[src/rtl/shfx_pkg.sv]
package shfx_pkg;

    // Timing strobes derived from the fast phase counter.
    typedef struct packed {
        logic cap;   // main capture phase
        logic shd;   // shadow capture phase
        logic chk;   // compare / restore phase
    } phase_strb_t;

    // Width able to hold values 0..n.
    function automatic int unsigned cnt_width(input int unsigned n);
        return (n < 2) ? 1 : $clog2(n + 1);
    endfunction

endpackage

[src/rtl/shfx_phase_gen.sv]
module shfx_phase_gen
    import shfx_pkg::*;
#(
    parameter int unsigned PHASES = 4,
    parameter int unsigned DELTA  = 2
) (
    input  logic        clk,
    input  logic        rst,
    output phase_strb_t strb
);
    localparam int unsigned PW = cnt_width(PHASES - 1);
    localparam logic [PW-1:0] LAST_PH = PW'(PHASES - 1);
    localparam logic [PW-1:0] SHD_PH  = PW'(DELTA);
    localparam logic [PW-1:0] CHK_PH  = PW'(DELTA + 1);

    logic [PW-1:0] ph;

    always_ff @(posedge clk) begin
        if (rst) begin
            ph <= '0;
        end else if (ph == LAST_PH) begin
            ph <= '0;
        end else begin
            ph <= ph + 1'b1;
        end
    end

    always_comb begin
        strb.cap = (ph == '0);
        strb.shd = (ph == SHD_PH);
        strb.chk = (ph == CHK_PH);
    end
endmodule

[src/rtl/shfx_cell_bank.sv]
module shfx_cell_bank
    import shfx_pkg::*;
#(
    parameter int unsigned W = 8
) (
    input  logic         clk,
    input  logic         rst,
    input  phase_strb_t  strb,
    input  logic         restore,
    input  logic [W-1:0] d,
    input  logic [W-1:0] seu_m,
    input  logic [W-1:0] seu_s,
    output logic [W-1:0] main_q,
    output logic [W-1:0] shad_q,
    output logic [W-1:0] lerr
);
    for (genvar i = 0; i < W; i++) begin : g_bit
        logic m_r;
        logic s_r;
        logic m_src;

        // Per-bit source select for the main element.
        always_comb begin
            if (strb.cap) begin
                m_src = d[i];
            end else if (strb.chk && restore) begin
                m_src = s_r;
            end else begin
                m_src = m_r;
            end
        end

        always_ff @(posedge clk) begin
            if (rst) begin
                m_r <= 1'b0;
                s_r <= 1'b0;
            end else begin
                m_r <= m_src ^ seu_m[i];
                s_r <= (strb.shd ? d[i] : s_r) ^ seu_s[i];
            end
        end

        assign main_q[i] = m_r;
        assign shad_q[i] = s_r;
        assign lerr[i]   = m_r ^ s_r;
    end
endmodule

[src/rtl/shfx_err_unit.sv]
module shfx_err_unit
    import shfx_pkg::*;
#(
    parameter int unsigned W      = 8,
    parameter int unsigned PHASES = 4,
    parameter int unsigned CNT_W  = 8
) (
    input  logic             clk,
    input  logic             rst,
    input  logic             chk,
    input  logic [W-1:0]     lerr,
    output logic             restore,
    output logic [W-1:0]     err_bits,
    output logic             err_any,
    output logic             stall,
    output logic [CNT_W-1:0] err_count
);
    localparam int unsigned SW = cnt_width(PHASES);
    localparam logic [SW-1:0] STALL_LEN = SW'(PHASES);
    localparam logic [CNT_W-1:0] CNT_MAX = {CNT_W{1'b1}};

    logic          any_mis;
    logic          evt;
    logic [SW-1:0] stall_cnt;

    assign any_mis = |lerr;
    assign evt     = chk && any_mis;
    assign restore = any_mis;

    always_ff @(posedge clk) begin
        if (rst) begin
            err_bits <= '0;
            err_any  <= 1'b0;
        end else if (chk) begin
            err_bits <= lerr;
            err_any  <= any_mis;
        end
    end

    always_ff @(posedge clk) begin
        if (rst) begin
            stall_cnt <= '0;
        end else if (evt) begin
            stall_cnt <= STALL_LEN;
        end else if (stall_cnt != '0) begin
            stall_cnt <= stall_cnt - 1'b1;
        end
    end

    assign stall = (stall_cnt != '0);

    always_ff @(posedge clk) begin
        if (rst) begin
            err_count <= '0;
        end else if (evt && (err_count != CNT_MAX)) begin
            err_count <= err_count + 1'b1;
        end
    end
endmodule

[src/rtl/shadow_fix_reg.sv]
module shadow_fix_reg
    import shfx_pkg::*;
#(
    parameter int unsigned W      = 8,
    parameter int unsigned PHASES = 4,
    parameter int unsigned DELTA  = 2,
    parameter int unsigned CNT_W  = 8
) (
    input  logic             clk,
    input  logic             rst,
    input  logic [W-1:0]     d_in,
    input  logic [W-1:0]     seu_main,
    input  logic [W-1:0]     seu_shadow,
    output logic [W-1:0]     q,
    output logic [W-1:0]     err_bits,
    output logic             err_any,
    output logic             stall,
    output logic [CNT_W-1:0] err_count
);
    phase_strb_t  strb;
    logic [W-1:0] main_v;
    logic [W-1:0] shad_v;
    logic [W-1:0] lerr_v;
    logic         restore;

    shfx_phase_gen #(.PHASES(PHASES), .DELTA(DELTA)) u_phase (
        .clk  (clk),
        .rst  (rst),
        .strb (strb)
    );

    shfx_cell_bank #(.W(W)) u_bank (
        .clk     (clk),
        .rst     (rst),
        .strb    (strb),
        .restore (restore),
        .d       (d_in),
        .seu_m   (seu_main),
        .seu_s   (seu_shadow),
        .main_q  (main_v),
        .shad_q  (shad_v),
        .lerr    (lerr_v)
    );

    shfx_err_unit #(.W(W), .PHASES(PHASES), .CNT_W(CNT_W)) u_err (
        .clk       (clk),
        .rst       (rst),
        .chk       (strb.chk),
        .lerr      (lerr_v),
        .restore   (restore),
        .err_bits  (err_bits),
        .err_any   (err_any),
        .stall     (stall),
        .err_count (err_count)
    );

    assign q = main_v;
endmodule

[config.mk]
export PLATFORM = sky130hd
export DESIGN_NAME = shadow_fix_reg
export DESIGN_NICKNAME = d
export VERILOG_FILES = /design/src/rtl/shfx_pkg.sv /design/src/rtl/shfx_phase_gen.sv /design/src/rtl/shfx_cell_bank.sv /design/src/rtl/shfx_err_unit.sv /design/src/rtl/shadow_fix_reg.sv
export SDC_FILE = /design/constraint.sdc
export NUM_CORES = 1
export LEC_CHECK = 0
export BUFFER_PORTS_ARGS = -buffer_cell sky130_fd_sc_hd__buf_2
export CORE_MARGIN = 3
export CORE_UTILIZATION = 45
export DETAILED_ROUTE_END_ITERATION = 12
export GPL_TIMING_DRIVEN = 0
export PLACE_DENSITY_LB_ADDON = 0.12
export SLEW_MARGIN = 15
export SYNTH_ARGS = -nofsm -noshare
export SYNTH_HDL_FRONTEND = slang
export SYNTH_SLANG_ARGS = --single-unit
[constraint.sdc]
create_clock -name clk -period 3.2 [get_ports clk]
set_input_delay 0.16 -clock clk [delete_from_list [all_inputs] [get_ports clk]]
set_output_delay 0.16 -clock clk [all_outputs]
set_load 0.05 [all_outputs]
==> impl.org, run 1 <==
** Pwr
- In this run the power density over the cells is 590 nW/µm².
- Sequential cells burn 39.3% of the power.
- Leakage power figure :: 1.05 nW
- Internal :: 931 µW
- In this run the power spent charging and discharging nets is 515 µW.
- Combinational Power Share :: 32.6%
- Maximum VDD drop :: 304 µV
- Part of the power in the clock network :: roughly 28%
- Net switching is 35.6% of the power.
- Total Power Consumption :: approximately 1.4 mW

** Yosys
- After synthesis the cells add up to 2030 µm².
- During synthesis, Yosys emitted a total of 0 warnings.
- Number of instances in the synthesized netlist :: 229
- After synthesis, the netlist uses 38 different library cells.
- The commonest cells after synthesis are 38 x dfxtp_1, 29 x nor2_1, 13 x inv_1, 13 x nand2_1, 11 x nor2b_1.
- Sequential area share after synthesis :: 37.5%
- Async set or reset register ratio after synthesis :: 0%
- Area leader, netlist :: dfxtp_1
- After synthesis, the cell types taking the most area are dfxtp_1 38%, nor2_1 5.4%, mux2_1 5.0%.
- Most instantiated flip-flop cell in the synthesis netlist :: dfxtp_1
- Synthesis produced a netlist with a net count of 262.
- Counting flops and latches in the post-synthesis netlist gives 38.
- Avg Inst Size Synth :: 8.86 µm²
- Summed over its instances, the top area cell type makes up 37.5% of the synthesized netlist area.
- Counting flops with a built-in enable in the synthesized netlist gives 0.
- Dominant cell by count in the synthesized netlist :: dfxtp_1

** STA
- Setup violations remaining at the end of the flow were counted as 0.
- The routed design could run at a clock period as short as roughly 2100 ps.
- Share of the cycle needed by the critical path after routing :: 65.4%
- The hold violation count in the final report was 0.
- The max-slew violation count came to 0.
- Rel. slew slack :: 55.5%
- Worst clock skew on the final layout :: 7.06 ps
- Based on the critical path, the design can be clocked at up to 478 MHz.
- The worst path meets setup with 1110 ps of slack.
- After routing, the total negative slack on setup checks comes to 0 ps.
- RSZ-0062 raised after global routing :: no
- At the pin with the least slew margin, the transition time is ~670 ps.

** Worst setup path
- Reg-to-reg slack, setup :: between 1000 and 1500 ps
- Worst flop-to-flop path startpoint :: u_bank.g_bit[0].s_r$_SDFF_PP0_
- Crit-path max FO :: 10
- Number of cells traversed by the worst register-to-register path :: 6
- The worst setup path is launched from a register.
- Type of the worst setup path :: reg -> reg
- Data arrival time of the critical path :: 2270 ps
- The worst setup path is captured at a register.
- Worst R2R End :: u_bank.g_bit[5].m_r$_SDFF_PP0_
- For the worst setup path, the data required time is ~3400 ps.

** Flow run
- Max-cap violations :: 0

** Placed design
- Post-place instance area :: around 2300 µm²
- Port buffer count :: 50
- At the end of routability-driven placement, the weighted congestion stood at 0.793.
- Detailed placement finished with a half-perimeter wire length of 3.36 mm.
- OpenSTA, run right after detailed placement, puts the worst setup slack at about 1100 ps.

** Clocking
- Clock tree buffer depth :: 2
- Clock latency on the worst-skew pair :: ~300 ps
- Post-CTS timing repair inserted 0 buffers for setup.
- Clock-pin slew was measured on the worst setup and hold paths at 70 ps.
- Buffer type at the clock tree root :: clkbuf_8
- The clock drives 38 sinks.
- H-tree level count :: 2
- In this run, CTS created clock tree buffers numbering 5.
- In this run, post-CTS hold repair placed 0 buffers.
- TritonCTS built the clock tree.
- Post-CTS repair changed the size of 0 cells.

** GRT
- Grt ovf :: 0
- Number of global-route vias before repair :: around 1700
- Gr usage total :: 18.9%
- Largest net degree at the start of global routing :: 13
- Global-route wire length before repair :: 7.86 mm
- The initial antenna violation count came to 0.

** Route
- In the final routed layout, each cell accounts on average for 13.4 µm.
- The final layout contains routed wiring with a total length of about 4.5 mm.
- Number of detailed-route iterations in the first pass :: 4
- DR vias :: 1733
- In this run, the number of DRC markers left after iteration 0 of detailed routing was 78.
- DRT antenna net count :: 0
- Via-to-Cell Ratio :: around 5.1
- After detailed routing, the number of remaining DRC violations is 0.

** Min path
- The worst hold path begins at seu_shadow[3].
- In this run the worst hold path is classified as in -> reg.
- Counting instances, the worst hold path has a depth of 3.
- For hold timing, the worst endpoint is u_bank.g_bit[3].s_r$_SDFF_PP0_.

** Floorplanning
- The die covers 5350 µm².
- Area of the core region :: 4170 µm²
- Die H :: between 70 and 80 µm
- Floorplan row count :: 23
- Top-level port count :: 52
- The initial utilization of the core area, before any placement, comes to about half.
- Die Wd :: 73.1 µm

** Cells and area
- The repair_antennas step left the layout with diodes totalling 0.
- Final Net Count :: 319
- Synth-to-Final Area Change :: 20.8%
- Share of layout cells above drive strength 1 :: 25.4%
- Summed area of non-filler cells in the final layout :: around 2400 µm²

** Outcome
- The run finished with clean final reports.
-- cells by family after synthesis --
kind of cell	after synthesis	synth area share [%]
flip-flops	38	37.5
XOR/XNOR	17	7.34
AO/OA/AOI/OAI	37	13.4
multiplexers	19	9.99
adder cells (fa/ha/maj)	7	4.32
buffers and inverters	34	8.20
AND/OR/NAND/NOR	77	19.2
-- power by group through the flow --
stage | Combinational, mW | Sequential (mW) | Clock, mW
3_3_place_gp | 0.471 | 0.578 | 0
6_report | 0.471 | 0.568 | 0.406
2_1_floorplan | 0.345 | 0.602 | 0
5_1_grt | 0.530 | 0.575 | 0.436
3_5_place_dp | 0.474 | 0.579 | 0
4_1_cts | 0.477 | 0.568 | 0.413
-- area by class of cell --
class,instances,area (µm²)
tap,50,62.6
timing repair buffer,50,250
fill,397,1720
inverter,13,48.8
buffer,21,118
multi-input combinational,157,1100
sequential,38,761
clock buffer,5,68.8
clock inverter,3,40.0
-- sequential cells by signal, indices dropped and copies added, names as in the netlist --
signal / flops
u_err.stall_cnt: 3
u_err.err_bits: 8
u_err.err_any: 1
u_phase.ph: 2
u_err.err_count: 8
u_bank.g_bit.s_r: 8
u_bank.g_bit.m_r: 8
-- cell usage in the layout (no fill, tap or decap), types with 2 or more instances in the layout --
| cell type | instances |
|---|---|
| o21ai_0 | 2 |
| o211ai_1 | 5 |
| ha_1 | 7 |
| xor2_1 | 9 |
| o311ai_1 | 3 |
| inv_1 | 13 |
| mux2i_1 | 9 |
| o31ai_1 | 3 |
| nand2_1 | 13 |
| nor2_1 | 29 |
| nor3_1 | 4 |
| buf_1 | 5 |
| o221ai_1 | 3 |
| mux2_1 | 9 |
| nor2b_1 | 11 |
| a211oi_1 | 8 |
| nand4_2 | 2 |
| clkbuf_8 | 5 |
| buf_2 | 51 |
| clkinv_2 | 2 |
| dfxtp_1 | 38 |
| or4_1 | 2 |
| clkbuf_1 | 6 |
| o311ai_2 | 2 |
| xnor2_1 | 8 |
| nor4_1 | 2 |
| nand3_1 | 3 |
| or3_1 | 2 |
| a21oi_1 | 9 |
| buf_4 | 8 |
| nand2b_1 | 4 |
-- metal layers --
metal / up-vias / GRT usage (%) / part of all wire [%]
met3: 5 / 5.10 / 4.6
met4: 0 / 5.53 / 1.1
met2: 35 / 31.7 / 47
met5: - / 0 / 0
met1: 799 / 23.4 / 47
li1: 894 / - / -
-- worst max-delay path: stages (launching register included) --
cell and delay (ps):
dfxtp_1 340, xnor2_1 310, nand4_2 280, o21a_1 310, buf_6 170, o311ai_2 230, mux2_1 340
-- worst max-delay path by stage --
stage | start | endpoint | slack (ps)
floorplan | u_err.err_count[0]$_SDFFE_PP0P_ | u_err.err_count[5]$_SDFFE_PP0P_ | 1170
global placement | u_bank.g_bit[0].s_r$_SDFF_PP0_ | u_bank.g_bit[5].m_r$_SDFF_PP0_ | 1100
detailed placement | u_bank.g_bit[0].s_r$_SDFF_PP0_ | u_bank.g_bit[4].m_r$_SDFF_PP0_ | 1110
CTS | u_bank.g_bit[0].s_r$_SDFF_PP0_ | u_bank.g_bit[4].m_r$_SDFF_PP0_ | 1090
global route | u_bank.g_bit[0].s_r$_SDFF_PP0_ | u_err.err_count[5]$_SDFFE_PP0P_ | 950
finish | u_bank.g_bit[0].s_r$_SDFF_PP0_ | u_bank.g_bit[5].m_r$_SDFF_PP0_ | 1110
-- per-stage QoR --
step,hold WS (ps),std cells,util [%]
after floorplan,305,229,-
after global placement,399,329,56.1
after global routing,117,337,58.7
after CTS,104,337,58.7
after detailed placement,410,329,56.1
final,103,337,58.7
Power figures use the tool's default switching activity.
==> run 2: changes to the inputs <==
- ABC_AREA: unset -> 1
- clock period: 3.2 -> 1.95 ns (I/O delays scaled with it)
==> impl.org, run 2 <==
** Outcome
- Run status :: completed

** Route
- Number of detailed-route iterations in the first pass :: 4
- For this run, design rule violations remaining after detail routing come to 0.
- Detailed routing inserted a total of 2048 vias.
- DRT antenna net count :: 0
- Via-to-Cell Ratio :: 4.92
- Total wirelength of the detailed-routed design :: 4.78 mm
- For this block, the initial DRC count from the detailed router was 81.
- Routed wire length per instance :: 11.5 µm

** Worst setup path
- In this design, the stage delay of the slowest critical-path cell is 390 ps.
- STA puts the critical path data required time at between 2000 and 2500 ps.
- Data arrival time of the critical path :: 1880 ps
- CP endpoint kind :: register
- STA classifies the critical path startpoint as a register.
- The signal on the critical path passes through ha_1, nand3_1, nor2_1, nand3_1, nand2_4, nand2_1, a21oi_1.
- Worst path slowest cell :: dfxtp_1
- Type of the worst setup path :: reg -> reg
- Crit-path max FO :: 9
- Most used cell, CP :: nand3_1

** Flow run
- Max-cap violations :: 0

** Clocking
- Postcts setup bufs :: 0
- After clock tree synthesis, the flow added hold-fix buffers numbering 0.
- Clock tree buffer depth :: 2
- The tree is rooted in a clkbuf_8.
- Clock latency on the worst-skew pair :: 280 ps
- TritonCTS created 5 clock buffers.
- Resized Gates After CTS :: 0
- Clock-pin slew on the worst setup and hold paths :: 70 ps
- The clock tree synthesis step divided the H-tree into 2 levels.
- TritonCTS built the clock tree.
- # clock sinks :: 38

** Yosys
- Avg Inst Size Synth :: 6.83 µm²
- Synthesis produced a netlist whose cell count is 306.
- For this run, the leading register cell type out of synthesis is dfxtp_1.
- Counting flops and latches in the post-synthesis netlist gives 38.
- After synthesis, the netlist uses 23 different library cells.
- Sequential elements use 36.4% of the synthesized area.
- Number of synthesized flops with an enable pin :: 0
- When the netlist entered floorplanning its net count stood at 339.
- By area the synthesized netlist is led by dfxtp_1 36%, nand2_1 13%, nand3_1 10%.
- In the synthesized netlist the async set-or-reset flop fraction comes to 0%.
- Dominant cell by count in the synthesized netlist :: nand2_1
- Share of Yosys cell area claimed by the top area cell type :: between 30% and 40%
- Ranked by instance count, the synthesized netlist is headed by 71 x nand2_1, 46 x inv_1, 42 x nand3_1, 38 x dfxtp_1, 26 x o21ai_0.
- The biggest area contributor in the post-synthesis netlist is dfxtp_1.
- Warnings from Yosys :: 0
- Synthesized area :: 2090 µm²

** Cells and area
- Counting the fill cells in the layout gives 447.
- With fillers left out, the area of the finished cells amounts to about 2500 µm².
- Final Net Count :: 396
- Number of antenna diodes :: 0
- Leaving out fill and tap cells, the most frequent cells in the layout are 71 x nand2_1, 50 x buf_2, 46 x inv_1.
- Cells with a size suffix above 1 make up 22.3% of the layout.
- Leading cell type in the layout, fill and taps excluded :: nand2_1
- Synth-to-Final Area Change :: 20.4%

** GRT
- Number of global-route vias before repair :: between 1500 and 2000
- Summed over all layers, the global routing overflow is 0.
- Largest net degree at the start of global routing :: 12
- Number of antenna violations at the first check in global routing :: 0
- Global-route wire length before repair :: 8.20 mm
- Global routing used between 10% and 20% of the available tracks.

** Floorplanning
- The die is 74.1 µm wide.
- In this run the standard cell core region covers roughly 4400 µm².
- Floorplan row count :: 24
- The die covers 5500 µm².
- 52 I/O pins were placed.
- Once the floorplan was initialized, standard cells occupied 47.3% of the core.
- Die H :: 74.1 µm

** STA
- Minimum period implied by the final worst setup slack :: 1670 ps
- Setup violations remaining at the end of the flow were counted as 0.
- On the final layout, the worst hold slack is about 52 ps.
- The worst path uses 85.5% of the clock period.
- Setup repair after global routing left no endpoint under its margin.
- Rel. slew slack :: 70.5%
- Adding up every negative setup slack in the final design gives 0 ps.
- In the post-route analysis, the smallest setup slack over all paths is 283 ps.
- For the final database, setup skew stands at 4.61 ps.
- Number of max-slew violations in the final report :: 0
- Transition time at the pin with the least slew margin :: 443 ps
- Count of endpoints failing hold in the final timing report :: 0
- Derived from the worst setup path, the maximum achievable clock frequency is 600 MHz.

** Pwr
- The worst-case IR drop observed on VDD is between 400 and 500 µV.
- Total Power Consumption :: 2.30 mW
- Power per cell area :: 914 nW/µm²
- Leakage power figure :: about 1.3 nW

** Placed design
- Once placement finished, the instance area stood at 2400 µm².
- Placed wire-length estimate :: 3.58 mm
- Port buffer count :: 50
- The congestion estimate from routability-driven global placement came to around 0.78.
- Post-placement worst setup slack :: 297 ps

** Min path
- The path class of the tightest hold or removal check is in -> reg.
## run 2: changes by cell type after synthesis, moves of 5 or more
cell / delta
nand2_1: +58
nand3_1: +39
inv_1: +33
o21ai_0: +24
a21oi_1: +16
nor2_1: -16
nor2b_1: -11
mux2_1: -9
mux2i_1: -9
a211oi_1: -8
xnor2_1: -7
buf_1: -5
o211ai_1: -5
xor2_1: -5
## run 2: metal layers
metal / vias to the layer above / GRT usage (%) / share of wire [%] / wire length [µm]
li1: 1084 / - / - / -
met2: 44 / 31.2 / 45 / 2150
met3: 6 / 3.24 / 5.1 / 242
met4: 0 / 5.63 / 1.1 / 51
met1: 914 / 25.6 / 49 / 2330
met5: - / 0 / 0 / 0
## run 2: power by group
part | switching [mW] | internal (mW) | total, mW
registers | 0.0637 | 0.859 | 0.923
logic | 0.492 | 0.254 | 0.745
clock network | 0.273 | 0.357 | 0.631
total | 0.829 | 1.47 | 2.30
## run 2: final timing paths
check	from	endpoint	slack [ps]	cells after the start
setup / recovery	u_err.err_count[1]$_SDFFE_PP0P_	u_err.err_count[1]$_SDFFE_PP0P_	280	7
setup reg to reg	u_err.err_count[1]$_SDFFE_PP0P_	u_err.err_count[1]$_SDFFE_PP0P_	280	7
hold reg to reg	u_phase.ph[0]$_SDFF_PP0_	u_phase.ph[0]$_SDFF_PP0_	450	1
hold / removal	seu_shadow[4]	u_bank.g_bit[4].s_r$_SDFF_PP0_	50	3
## run 2: critical path, delay by kind of cell, from the launching register on
kind                     cells  cell delay (ps)
AND/OR/NAND/NOR              5              830
flip-flops                   1              390
adder cells (fa/ha/maj)      1              230
AO/OA/AOI/OAI                1              140
## run 2: final cells by class
type,instances,area (µm²),share of cell area (%)
plain buffers,16,129,5.12
clock buffers,8,110,4.38
inverters,48,180,7.16
multi-input cells,204,1020,40.5
flip-flops and latches,38,761,30.2
well taps,52,65.1,2.59
repair buffers,50,250,9.95
## run 2: kinds of logic after synthesis
family / count (synthesis) / share of synthesized area, %
buffers and inverters: 64 / 14.8
DFF: 38 / 36.4
and+or+nand+nor: 139 / 29.5
AOI/OAI and AO/OA: 53 / 13.1
adders and majority gates: 7 / 4.19
xor gates and xnor gates: 5 / 2.10
## run 2: through the flow
stage                     cells  util (%)
after floorplan             306         -
after global placement      408      54.5
after detailed placement    408      54.5
after CTS                   416      57.0
after global routing        416      57.0
final                       416      57.0
==> run 3: changes to the inputs <==
- BUFFER_PORTS_ARGS: -buffer_cell sky130_fd_sc_hd__buf_2 -> -buffer_cell sky130_fd_sc_hd__buf_4
==> impl.org, run 3 (same netlist as run 2, synthesis figures left out) <==
** Floorplanning
- After floorplanning, the core was sized to cover around 4400 µm².
- Initial core utilization :: 47.3%
- Die area :: 5500 µm²
- The die is about 74 µm wide.
- The die is about 74 µm tall.
- Floorplan row count :: 24
- Top-level port count :: 52

** Cells and area
- Final cell utilization of the core :: 59.0%
- Total area of sequential cells :: 761 µm²
- Leading cell type in the layout, fill and taps excluded :: nand2_1
- The finished cells cover 2610 µm².
- Fillers :: 460
- The repair_antennas step left the layout with diodes totalling 0.
- Most frequent cells in the layout :: 71 x nand2_1, 59 x buf_4, 46 x inv_1
- Final Net Count :: around 400
- In the final layout, the multi-input gates occupy around 1000 µm².
- Synth-to-Final Area Change :: 24.7%
- In the final layout, the share of cells above drive strength 1 is 21.5%.

** Clocking
- TritonCTS built the clock tree.
- Number of buffers inserted by hold repair at cts :: 0
- Clock tree synthesis found a total of 38 sinks.
- For the worst-skew pair, the clock arrives at the later sink with an insertion delay of roughly 290 ps.
- Number of CTS-inserted buffers :: 5
- Once the clock tree was built, the setup fixing pass inserted 0 buffers.
- After clock tree synthesis, the repair step resized 0 gates.
- Buffer type at the clock tree root :: clkbuf_8
- The clock passes through at most 2 buffers.
- Clock-pin slew was measured on the worst setup and hold paths at roughly 80 ps.
- H-tree level count :: 2

** Worst setup path
- Data on the critical path is required at its endpoint by 2170 ps.
- The worst register-to-register path has a setup slack of 240 ps.
- CP endpoint kind :: register
- Type of the worst setup path :: reg -> reg
- In this run the worst path has a maximum fanout of 9.
- For the worst flop-to-flop path, the logic depth is 7.
- Worst R2R End :: u_err.err_count[0]$_SDFFE_PP0P_
- The worst setup path is launched from a register.
- Data arrives at the worst endpoint at 1930 ps.
- Worst flop-to-flop path startpoint :: u_err.err_count[1]$_SDFFE_PP0P_
- Endpoint of the worst setup timing path :: u_err.err_count[0]$_SDFFE_PP0P_
- The most critical setup path has its startpoint at u_err.err_count[1]$_SDFFE_PP0P_.

** Route
- Dividing the detail-routed via count by the number of cells gives 4.92.
- Remaining DRCs :: 0
- Routed wire length per instance :: 11.5 µm
- Number of DRC markers after the initial detailed-route iteration :: 91
- The detail route stage leaves a number of antenna-violating nets equal to 0.
- Number of detailed-route iterations in the first pass :: 4
- The final route contains 2042 vias.
- Total wirelength of the detailed-routed design :: 4.77 mm

** STA
- Worst clock skew on the final layout :: about 7.4 ps
- For the pin with the worst max-slew slack, the measured transition is 448 ps.
- Subtracting the final worst setup slack from the clock period gives 1710 ps.
- The worst path uses 87.7% of the clock period.
- Total Negative Setup Slacks :: 0 ps
- Count of endpoints failing hold in the final timing report :: 0
- The worst pin sits at a relative slew slack of about 70%.
- RSZ-0062 raised after global routing :: no
- Based on the critical path, the design can be clocked at up to between 500 and 600 MHz.
- The max-slew violation count is 0.
- Setup violations remaining at the end of the flow were counted as 0.

** Pwr
- Dividing total power by cell area gives a power density of 851 nW/µm².
- Of the total power, registers draw a little over two fifths.
- Across the VDD grid, the largest voltage drop is 444 µV.
- Part of the power in the clock network :: 23.1%
- Leakage power figure :: 1.30 nW
- Switching part of the total :: 36.9%
- The internal portion of the total power is 1.40 mW.
- Net load switching power :: 819 µW
- Combinational Power Share :: 35.3%

** Placed design
- Placer congestion estimate :: 0.785
- Placed wire-length estimate :: 3.57 mm
- Port buffering added 50 buffers.
- Once placement finished, the instance area stood at 2530 µm².

** Flow run
- The tool flagged a number of max-cap violations equal to 0.

** GRT
- Number of antenna violations at the first check in global routing :: 0
- Number of global-route vias before repair :: 1753
- Largest net degree at the start of global routing :: 11
- The first global-routing pass estimated 7.69 mm of wire.
- Grt ovf :: 0
- Global routing used roughly 18% of the available tracks.

** Min path
- Class of the worst hold path :: in -> reg

** Outcome
- Run status :: completed
==> run 3: cell count changes in the layout (fill, tap and decap cells not counted), sizes merged <==
cell and delta:
clkbuf -1
==> run 3: critical path, cell delays in order (launching register included) <==
cell     delay (ps)
dfxtp_1         410
ha_1            240
nand3_1          90
nor2_1          190
nand3_1         280
nand2_4         220
o21ai_0          90
a21oi_1         120
==> run 3: power by group through the flow <==
| stage | clock network (mW) | logic, mW | registers [mW] |
|---|---|---|---|
| 2_1_floorplan | 0 | 0.554 | 0.963 |
| 3_3_place_gp | 0 | 0.774 | 0.938 |
| 3_5_place_dp | 0 | 0.788 | 0.941 |
| 4_1_cts | 0.524 | 0.791 | 0.923 |
| 5_1_grt | 0.542 | 0.874 | 0.936 |
| 6_report | 0.511 | 0.783 | 0.924 |
==> run 3: per-layer routing <==
layer | global-route usage [%] | up-vias | part of all wire (%)
met3 | 4.05 | 7 | 6.6
met4 | 7.65 | 0 | 1.6
met2 | 27.7 | 60 | 46
met1 | 24.3 | 894 | 46
met5 | 0 | - | 0
li1 | - | 1081 | -
==> run 3: per-stage QoR <==
stage	instances	power (mW)	worst slack, ps	hold slack, ps
after floorplan	306	1.52	80.1	229
after global placement	408	1.71	326	329
after detailed placement	408	1.73	297	333
after CTS	415	2.24	266	29.1
after global routing	415	2.35	124	39.4
final	415	2.22	239	34.6
==> run 3: worst min-delay path by stage <==
stage / from / endpoint / slack, ps / depth (start not counted)
6_report: seu_main[0] / u_bank.g_bit[0].m_r$_SDFF_PP0_ / 30 / 3
5_1_grt: seu_main[4] / u_bank.g_bit[4].m_r$_SDFF_PP0_ / 40 / 3
4_1_cts: seu_main[0] / u_bank.g_bit[0].m_r$_SDFF_PP0_ / 30 / 3
3_5_place_dp: seu_main[0] / u_bank.g_bit[0].m_r$_SDFF_PP0_ / 330 / 3
3_3_place_gp: seu_main[2] / u_bank.g_bit[2].m_r$_SDFF_PP0_ / 330 / 3
2_1_floorplan: seu_main[0] / u_bank.g_bit[0].m_r$_SDFF_PP0_ / 230 / 2
==> run 3: area by class of cell <==
cell class              instances  share of cell area [%]
flip-flops and latches         38                    29.2
inverters                      48                    6.91
repair buffers                 50                    14.4
well taps                      52                    2.50
clock buffers                   7                    2.93
plain buffers                  16                    4.94
multi-input cells             204                    39.1
